$ cat config.mk
export PLATFORM = sky130hd
export DESIGN_NAME = ramp_adc_seq
export DESIGN_NICKNAME = d
export VERILOG_FILES = /design/src/rtl/ramp_adc_pkg.sv /design/src/rtl/ramp_sync.sv /design/src/rtl/ramp_counter.sv /design/src/rtl/ramp_judge.sv /design/src/rtl/ramp_result.sv /design/src/rtl/ramp_adc_seq.sv
export SDC_FILE = /design/constraint.sdc
export NUM_CORES = 1
export LEC_CHECK = 0
export ABC_AREA = 1
export CORE_ASPECT_RATIO = 1.75
export CORE_MARGIN = 2
export CORE_UTILIZATION = 30
export CTS_BUF_LIST = sky130_fd_sc_hd__clkbuf_4
export CTS_CLUSTER_SIZE = 28
export DETAILED_ROUTE_END_ITERATION = 6
export GPL_TIMING_DRIVEN = 0
export PLACE_DENSITY = 0.6
export SLEW_MARGIN = 15
export SYNTH_ARGS = -nofsm -noshare
export SYNTH_HDL_FRONTEND = slang
export SYNTH_SLANG_ARGS = --single-unit
$ cat constraint.sdc
create_clock -name clk -period 1.05 [get_ports clk]
set_input_delay 0.105 -clock clk [delete_from_list [all_inputs] [get_ports clk]]
set_output_delay 0.105 -clock clk [all_outputs]
set_load 0.005 [all_outputs]
$ cat src/rtl/ramp_adc_pkg.sv
package ramp_adc_pkg;

    // Decision taken on one synchronized comparator sample.
    typedef enum logic [1:0] {
        EV_NONE = 2'd0,
        EV_TRIP = 2'd1,
        EV_WRAP = 2'd2
    } judge_ev_e;

    // Comparator level meaning "DAC still below the input".
    localparam logic CMP_BELOW = 1'b1;

    // Code paired with the comparator sample that judged it.
    typedef struct packed {
        logic       below;
        logic [7:0] code;
    } judged_pair_t;

endpackage

$ cat src/rtl/ramp_sync.sv
module ramp_sync
    import ramp_adc_pkg::*;
#(
    parameter int STAGES = 2
) (
    input  logic clk,
    input  logic rst,
    input  logic din,
    output logic dout
);
    logic [STAGES-1:0] chain;

    always_ff @(posedge clk) begin
        if (rst) begin
            chain <= {STAGES{CMP_BELOW}};
        end else begin
            chain[0] <= din;
            for (int i = 1; i < STAGES; i++) begin
                chain[i] <= chain[i-1];
            end
        end
    end

    assign dout = chain[STAGES-1];
endmodule

$ cat src/rtl/ramp_counter.sv
module ramp_counter #(
    parameter int W = 8
) (
    input  logic         clk,
    input  logic         rst,
    input  logic         reload,
    output logic [W-1:0] code
);
    always_ff @(posedge clk) begin
        if (rst || reload) begin
            code <= '0;
        end else begin
            code <= code + 1'b1;
        end
    end
endmodule

$ cat src/rtl/ramp_judge.sv
module ramp_judge
    import ramp_adc_pkg::*;
#(
    parameter int W     = 8,
    parameter int DEPTH = 2
) (
    input  logic         clk,
    input  logic         rst,
    input  logic [W-1:0] code,
    input  logic         cmp_sync,
    output judge_ev_e    ev,
    output logic [W-1:0] judged_code
);
    localparam logic [W-1:0] FULL = '1;

    logic [W-1:0] hist [DEPTH];
    logic         armed;

    // Delay line matching the synchronizer latency.
    always_ff @(posedge clk) begin
        if (rst) begin
            for (int i = 0; i < DEPTH; i++) begin
                hist[i] <= '0;
            end
        end else begin
            hist[0] <= code;
            for (int i = 1; i < DEPTH; i++) begin
                hist[i] <= hist[i-1];
            end
        end
    end

    assign judged_code = hist[DEPTH-1];

    always_comb begin
        ev = EV_NONE;
        if (armed) begin
            if (cmp_sync != CMP_BELOW) begin
                ev = EV_TRIP;
            end else if (judged_code == FULL) begin
                ev = EV_WRAP;
            end
        end
    end

    // Disarm on a trip; re-arm once the comparator is seen below again.
    always_ff @(posedge clk) begin
        if (rst) begin
            armed <= 1'b0;
        end else if (ev == EV_TRIP) begin
            armed <= 1'b0;
        end else if (cmp_sync == CMP_BELOW) begin
            armed <= 1'b1;
        end
    end
endmodule

$ cat src/rtl/ramp_result.sv
module ramp_result
    import ramp_adc_pkg::*;
#(
    parameter int W = 8
) (
    input  logic         clk,
    input  logic         rst,
    input  judge_ev_e    ev,
    input  logic [W-1:0] judged_code,
    output logic [W-1:0] result,
    output logic         valid,
    output logic         ovf
);
    always_ff @(posedge clk) begin
        if (rst) begin
            result <= '0;
            valid  <= 1'b0;
            ovf    <= 1'b0;
        end else begin
            valid <= 1'b0;
            case (ev)
                EV_TRIP: begin
                    result <= judged_code;
                    ovf    <= 1'b0;
                    valid  <= 1'b1;
                end
                EV_WRAP: begin
                    result <= '1;
                    ovf    <= 1'b1;
                    valid  <= 1'b1;
                end
                default: ;
            endcase
        end
    end
endmodule

$ cat src/rtl/ramp_adc_seq.sv
module ramp_adc_seq
    import ramp_adc_pkg::*;
#(
    parameter int CODE_W      = 8,
    parameter int SYNC_STAGES = 2
) (
    input  logic              clk,
    input  logic              rst,
    input  logic              cmp_in,
    output logic [CODE_W-1:0] dac_code,
    output logic [CODE_W-1:0] result,
    output logic              res_valid,
    output logic              overflow
);
    logic              cmp_sync;
    judge_ev_e         ev;
    logic [CODE_W-1:0] judged_code;
    logic              reload;

    ramp_sync #(.STAGES(SYNC_STAGES)) u_sync (
        .clk  (clk),
        .rst  (rst),
        .din  (cmp_in),
        .dout (cmp_sync)
    );

    assign reload = (ev == EV_TRIP);

    ramp_counter #(.W(CODE_W)) u_cnt (
        .clk    (clk),
        .rst    (rst),
        .reload (reload),
        .code   (dac_code)
    );

    ramp_judge #(.W(CODE_W), .DEPTH(SYNC_STAGES)) u_judge (
        .clk         (clk),
        .rst         (rst),
        .code        (dac_code),
        .cmp_sync    (cmp_sync),
        .ev          (ev),
        .judged_code (judged_code)
    );

    ramp_result #(.W(CODE_W)) u_res (
        .clk         (clk),
        .rst         (rst),
        .ev          (ev),
        .judged_code (judged_code),
        .result      (result),
        .valid       (res_valid),
        .ovf         (overflow)
    );
endmodule

==> impl_metrics.py <==
metrics = {
    "outcome": {
        "status": "finished, violations left",
        "failed_checks": "setup timing",
    },
    "power": {
        "vdd_ir_drop_max_mv": 0.9240,
        "power_density_mw_per_mm2": 1355,
        "clkPwrFrac_pct": 32.1,
        "p_leak_nw": 0.8309,
        "pwr-share-comb_pct": 8.0,
        "swShare_pct": 22.82,
        "seqPwrFrac_pct": 59.8,
        "power.switching_mw": 0.5575,
        "intPower_mw": 1.886,
    },
    "synthesis": {
        "ys_seq_area_share_pct": 58.04,
        "synth_area_per_cell_um2": 8.341,
        "syn_nets": 157,
        "synth.area.top_cells": "dfxtp_1 (58%), nor2_1 (8.2%), inv_1 (7.6%), nand2_1 (5.3%), o21ai_0 (3.1%)",
        "synth_warnings": 0,
        "postSynthCellCount": 153,
        "syn_area_mm2": 0.001276,
        "synth.most_common_cell": "dfxtp_1",
        "synth_top_cells_by_count": "dfxtp_1 (37), nor2_1 (28), inv_1 (26)",
        "synth.distinct_cells": 20,
        "synth_edf_count": 0,
        "synth_top_cell_area_share_pct": 58.04,
        "ys.flop_type": "dfxtp_1",
        "yosys.area.top_type": "dfxtp_1",
        "synth_seq_cells": 37,
        "async_reset_ff_share_pct": 0,
    },
    "critical_path": {
        "cp_cell_sequence": "buf_6, ha_4, nand2_4, nor3_4, nand2_1, nand2_1, nor2_1",
        "reg2reg_slack_ns": -0.005,
        "critPathMaxStageDelay_ns": 0.36,
        "worstSetupPathDepth": 7,
        "endpoint_kind": "flop",
        "reg2reg_depth": 7,
        "cp-start-kind": "flop",
        "cp_max_fo": 3,
        "crit_buf_inv": 1,
        "crit_family": "flip-flops",
        "worstSetupPathType": "flop to flop",
        "crit_required_ns": 1.29,
        "r2r-start": "u_cnt.code[0]$_SDFF_PP0_",
        "cpMostUsedCell": "nand2_1",
        "crit_path_top_delay_cell": "dfxtp_2",
        "timing.rr.end": "u_cnt.code[6]$_SDFF_PP0_",
        "worstPathArrival_ns": 1.30,
    },
    "timing": {
        "fin_worst_hold_slack_ns": 0.3269,
        "finalCriticalPeriod_ns": 1.055,
        "finalHoldViolCount": 0,
        "worstMarginPinSlew_ns": 0.2242,
        "min_period_over_period_pct": 100.4,
        "fmax_mhz": 948.1,
        "setup_viol": 1,
        "rsz0062_at_grt": "yes",
        "layout_setup_ws_ns": -0.004695,
        "slew_headroom_pct": 85.01,
        "slew_violations": 0,
        "skew_ns": 0.001553,
    },
    "drt": {
        "drt-pass1-iter-count": 4,
        "drt_drc_violations_left": 0,
        "wl_per_cell_um": 9.865,
        "vias": 1043,
        "antenna_left": 0,
        "viasPerCell": 4.275,
        "drt_iter0_markers": 20,
        "routed_wl_mm": 2.407,
    },
    "placed_design": {
        "gp_congestion": 0.7215,
        "hpwl_mm": 1.534,
        "dp.cells": 222,
        "dp_slack_ns": -0.2364,
        "io_buffer_count": 20,
        "dpl_cell_area_mm2": 0.001544,
    },
    "worst_hold_path": {
        "hold_depth": 2,
        "whs_endpoint": "u_sync.chain[0]$_SDFF_PP1_",
        "holdCritStartpoint": "cmp_in",
        "hp-class": "input port to flop",
    },
    "finish": {
        "num_antenna_cells": 0,
        "fin_util_pct": 43.85,
        "fin_cells": 244,
        "nFillCells": 433,
        "postLayoutCellArea_mm2": 0.001803,
        "area_growth_pct": 41.27,
        "drive_above_1_share_pct": 33.33,
        "nNetsFinal": 198,
    },
    "cts": {
        "insertion_delay_ns": 0.33,
        "cts.clk_slew.worst_paths_ns": 0.10,
        "cts_max_level": 2,
        "numCtsBuffers": 5,
        "cts_sinks": 37,
        "cts_tree": "yes",
        "root_buffer": "clkbuf_4",
        "clockBufferDepth": 2,
    },
    "global_routing": {
        "grt_pass1_vias": 984,
        "grt_pass1_wl_mm": 3.995,
        "grt_use_total_pct": 11.71,
        "grt-ovfl-total": 0,
        "grt_max_degree": 11,
        "antenna_found_initial": 0,
    },
    "die": {
        "core.rowCount": 31,
        "die_y_um": 90.28,
        "fp.coreArea_mm2": 0.004111,
        "die_area_mm2": 0.004812,
        "die_w_um": 53.31,
        "top_level_ports": 21,
        "initial_core_util_pct": 31.04,
    },
    "flow_run": {
        "cap_violations": 0,
    },
}
-- kinds of logic (layout without fill, tap and decap cells) --
logic type / Yosys count / in the layout / synth area share [%]
AND/OR/NAND/NOR: 65 / 65 / 22.75
AO/OA/AOI/OAI: 16 / 16 / 7.059
adder cells (fa/ha/maj): 1 / 1 / 0.9802
XOR/XNOR: 1 / 1 / 0.6864
buffers and inverters: 33 / 75 / 10.49
flip-flops: 37 / 37 / 58.04
-- through the flow --
step	power, mW	setup TNS, ns
6_report	2.443	-0.004695
3_5_place_dp	1.644	-4.232
3_3_place_gp	1.641	-3.658
5_1_grt	2.558	-0.3350
2_1_floorplan	1.573	0
4_1_cts	2.446	-0.02038
-- cell usage in the layout, fill, tap and decap left out, types with 2 or more instances in the layout --
master / instances
inv_1: 26
o211ai_1: 4
clkbuf_4: 8
nand2_1: 16
nand3_1: 4
inv_2: 2
nor2_4: 2
nor2_1: 26
o21ai_0: 5
or2_1: 2
o21ai_1: 3
clkdlybuf4s15_1: 15
buf_2: 3
buf_4: 12
inv_4: 2
or2_2: 3
dfxtp_2: 19
nand2_4: 2
nor3_2: 2
dfxtp_1: 18
dlygate4sd2_1: 2
a21oi_1: 4
nand3_2: 2
clkdlybuf4s50_1: 2
buf_6: 2
-- per-layer routing --
layer	track usage, %	vias up	wire length (um)
met4	7.051	0	62
met2	19.96	23	1254
met5	0	-	0
li1	-	547	-
met3	5.464	5	114
met1	10.49	468	976
-- timing repair --
item	CTS	global route
setup endpoints to repair	20	35
cloned	0	1
pin swaps	2	6
hold buffers	0	0
setup buffers	10	3
resized for setup	39	35
-- worst reg2reg max path: stages, from the launching register on --
cell and delay [ns]:
dfxtp_2 0.36, buf_6 0.12, ha_4 0.15, nand2_4 0.07, nor3_4 0.12, nand2_1 0.07, nand2_1 0.06, nor2_1 0.03
-- sequential cells by signal, summed over array words and instances, names as in the netlist --
name           cells
u_cnt.code         8
u_res.result       8
u_res.valid        1
u_judge.hist      16
u_judge.armed      1
u_res.ovf          1
u_sync.chain       2
-- power by group through the flow --
stage	clock network, mW	logic, mW	registers [mW]
6_report	0.785	0.196	1.46
5_1_grt	0.870	0.220	1.47
4_1_cts	0.811	0.175	1.46
3_5_place_dp	0	0.148	1.50
3_3_place_gp	0	0.146	1.50
2_1_floorplan	0	0.0786	1.49
-- worst max path at each step --
stage / from / to / slack (ns)
floorplan: u_cnt.code[1]$_SDFF_PP0_ / u_cnt.code[6]$_SDFF_PP0_ / 0.01
global placement: rst / u_sync.chain[0]$_SDFF_PP1_ / -0.22
detailed placement: rst / u_sync.chain[0]$_SDFF_PP1_ / -0.24
CTS: u_cnt.code[2]$_SDFF_PP0_ / u_cnt.code[5]$_SDFF_PP0_ / -0.02
global route: u_cnt.code[2]$_SDFF_PP0_ / u_cnt.code[5]$_SDFF_PP0_ / -0.06
finish: u_cnt.code[0]$_SDFF_PP0_ / u_cnt.code[6]$_SDFF_PP0_ / -0.005
-- area by class of cell --
type / instances / area, um2 / area share, %
plain buffers: 3 / 21.27 / 1.180
clock buffers: 8 / 60.06 / 3.331
inverters: 30 / 117.6 / 6.523
multi-input cells: 83 / 479.2 / 26.58
flip-flops and latches: 37 / 764.5 / 42.40
well taps: 49 / 61.31 / 3.400
repair buffers: 34 / 299.0 / 16.59
Power figures use the tool's default switching activity.
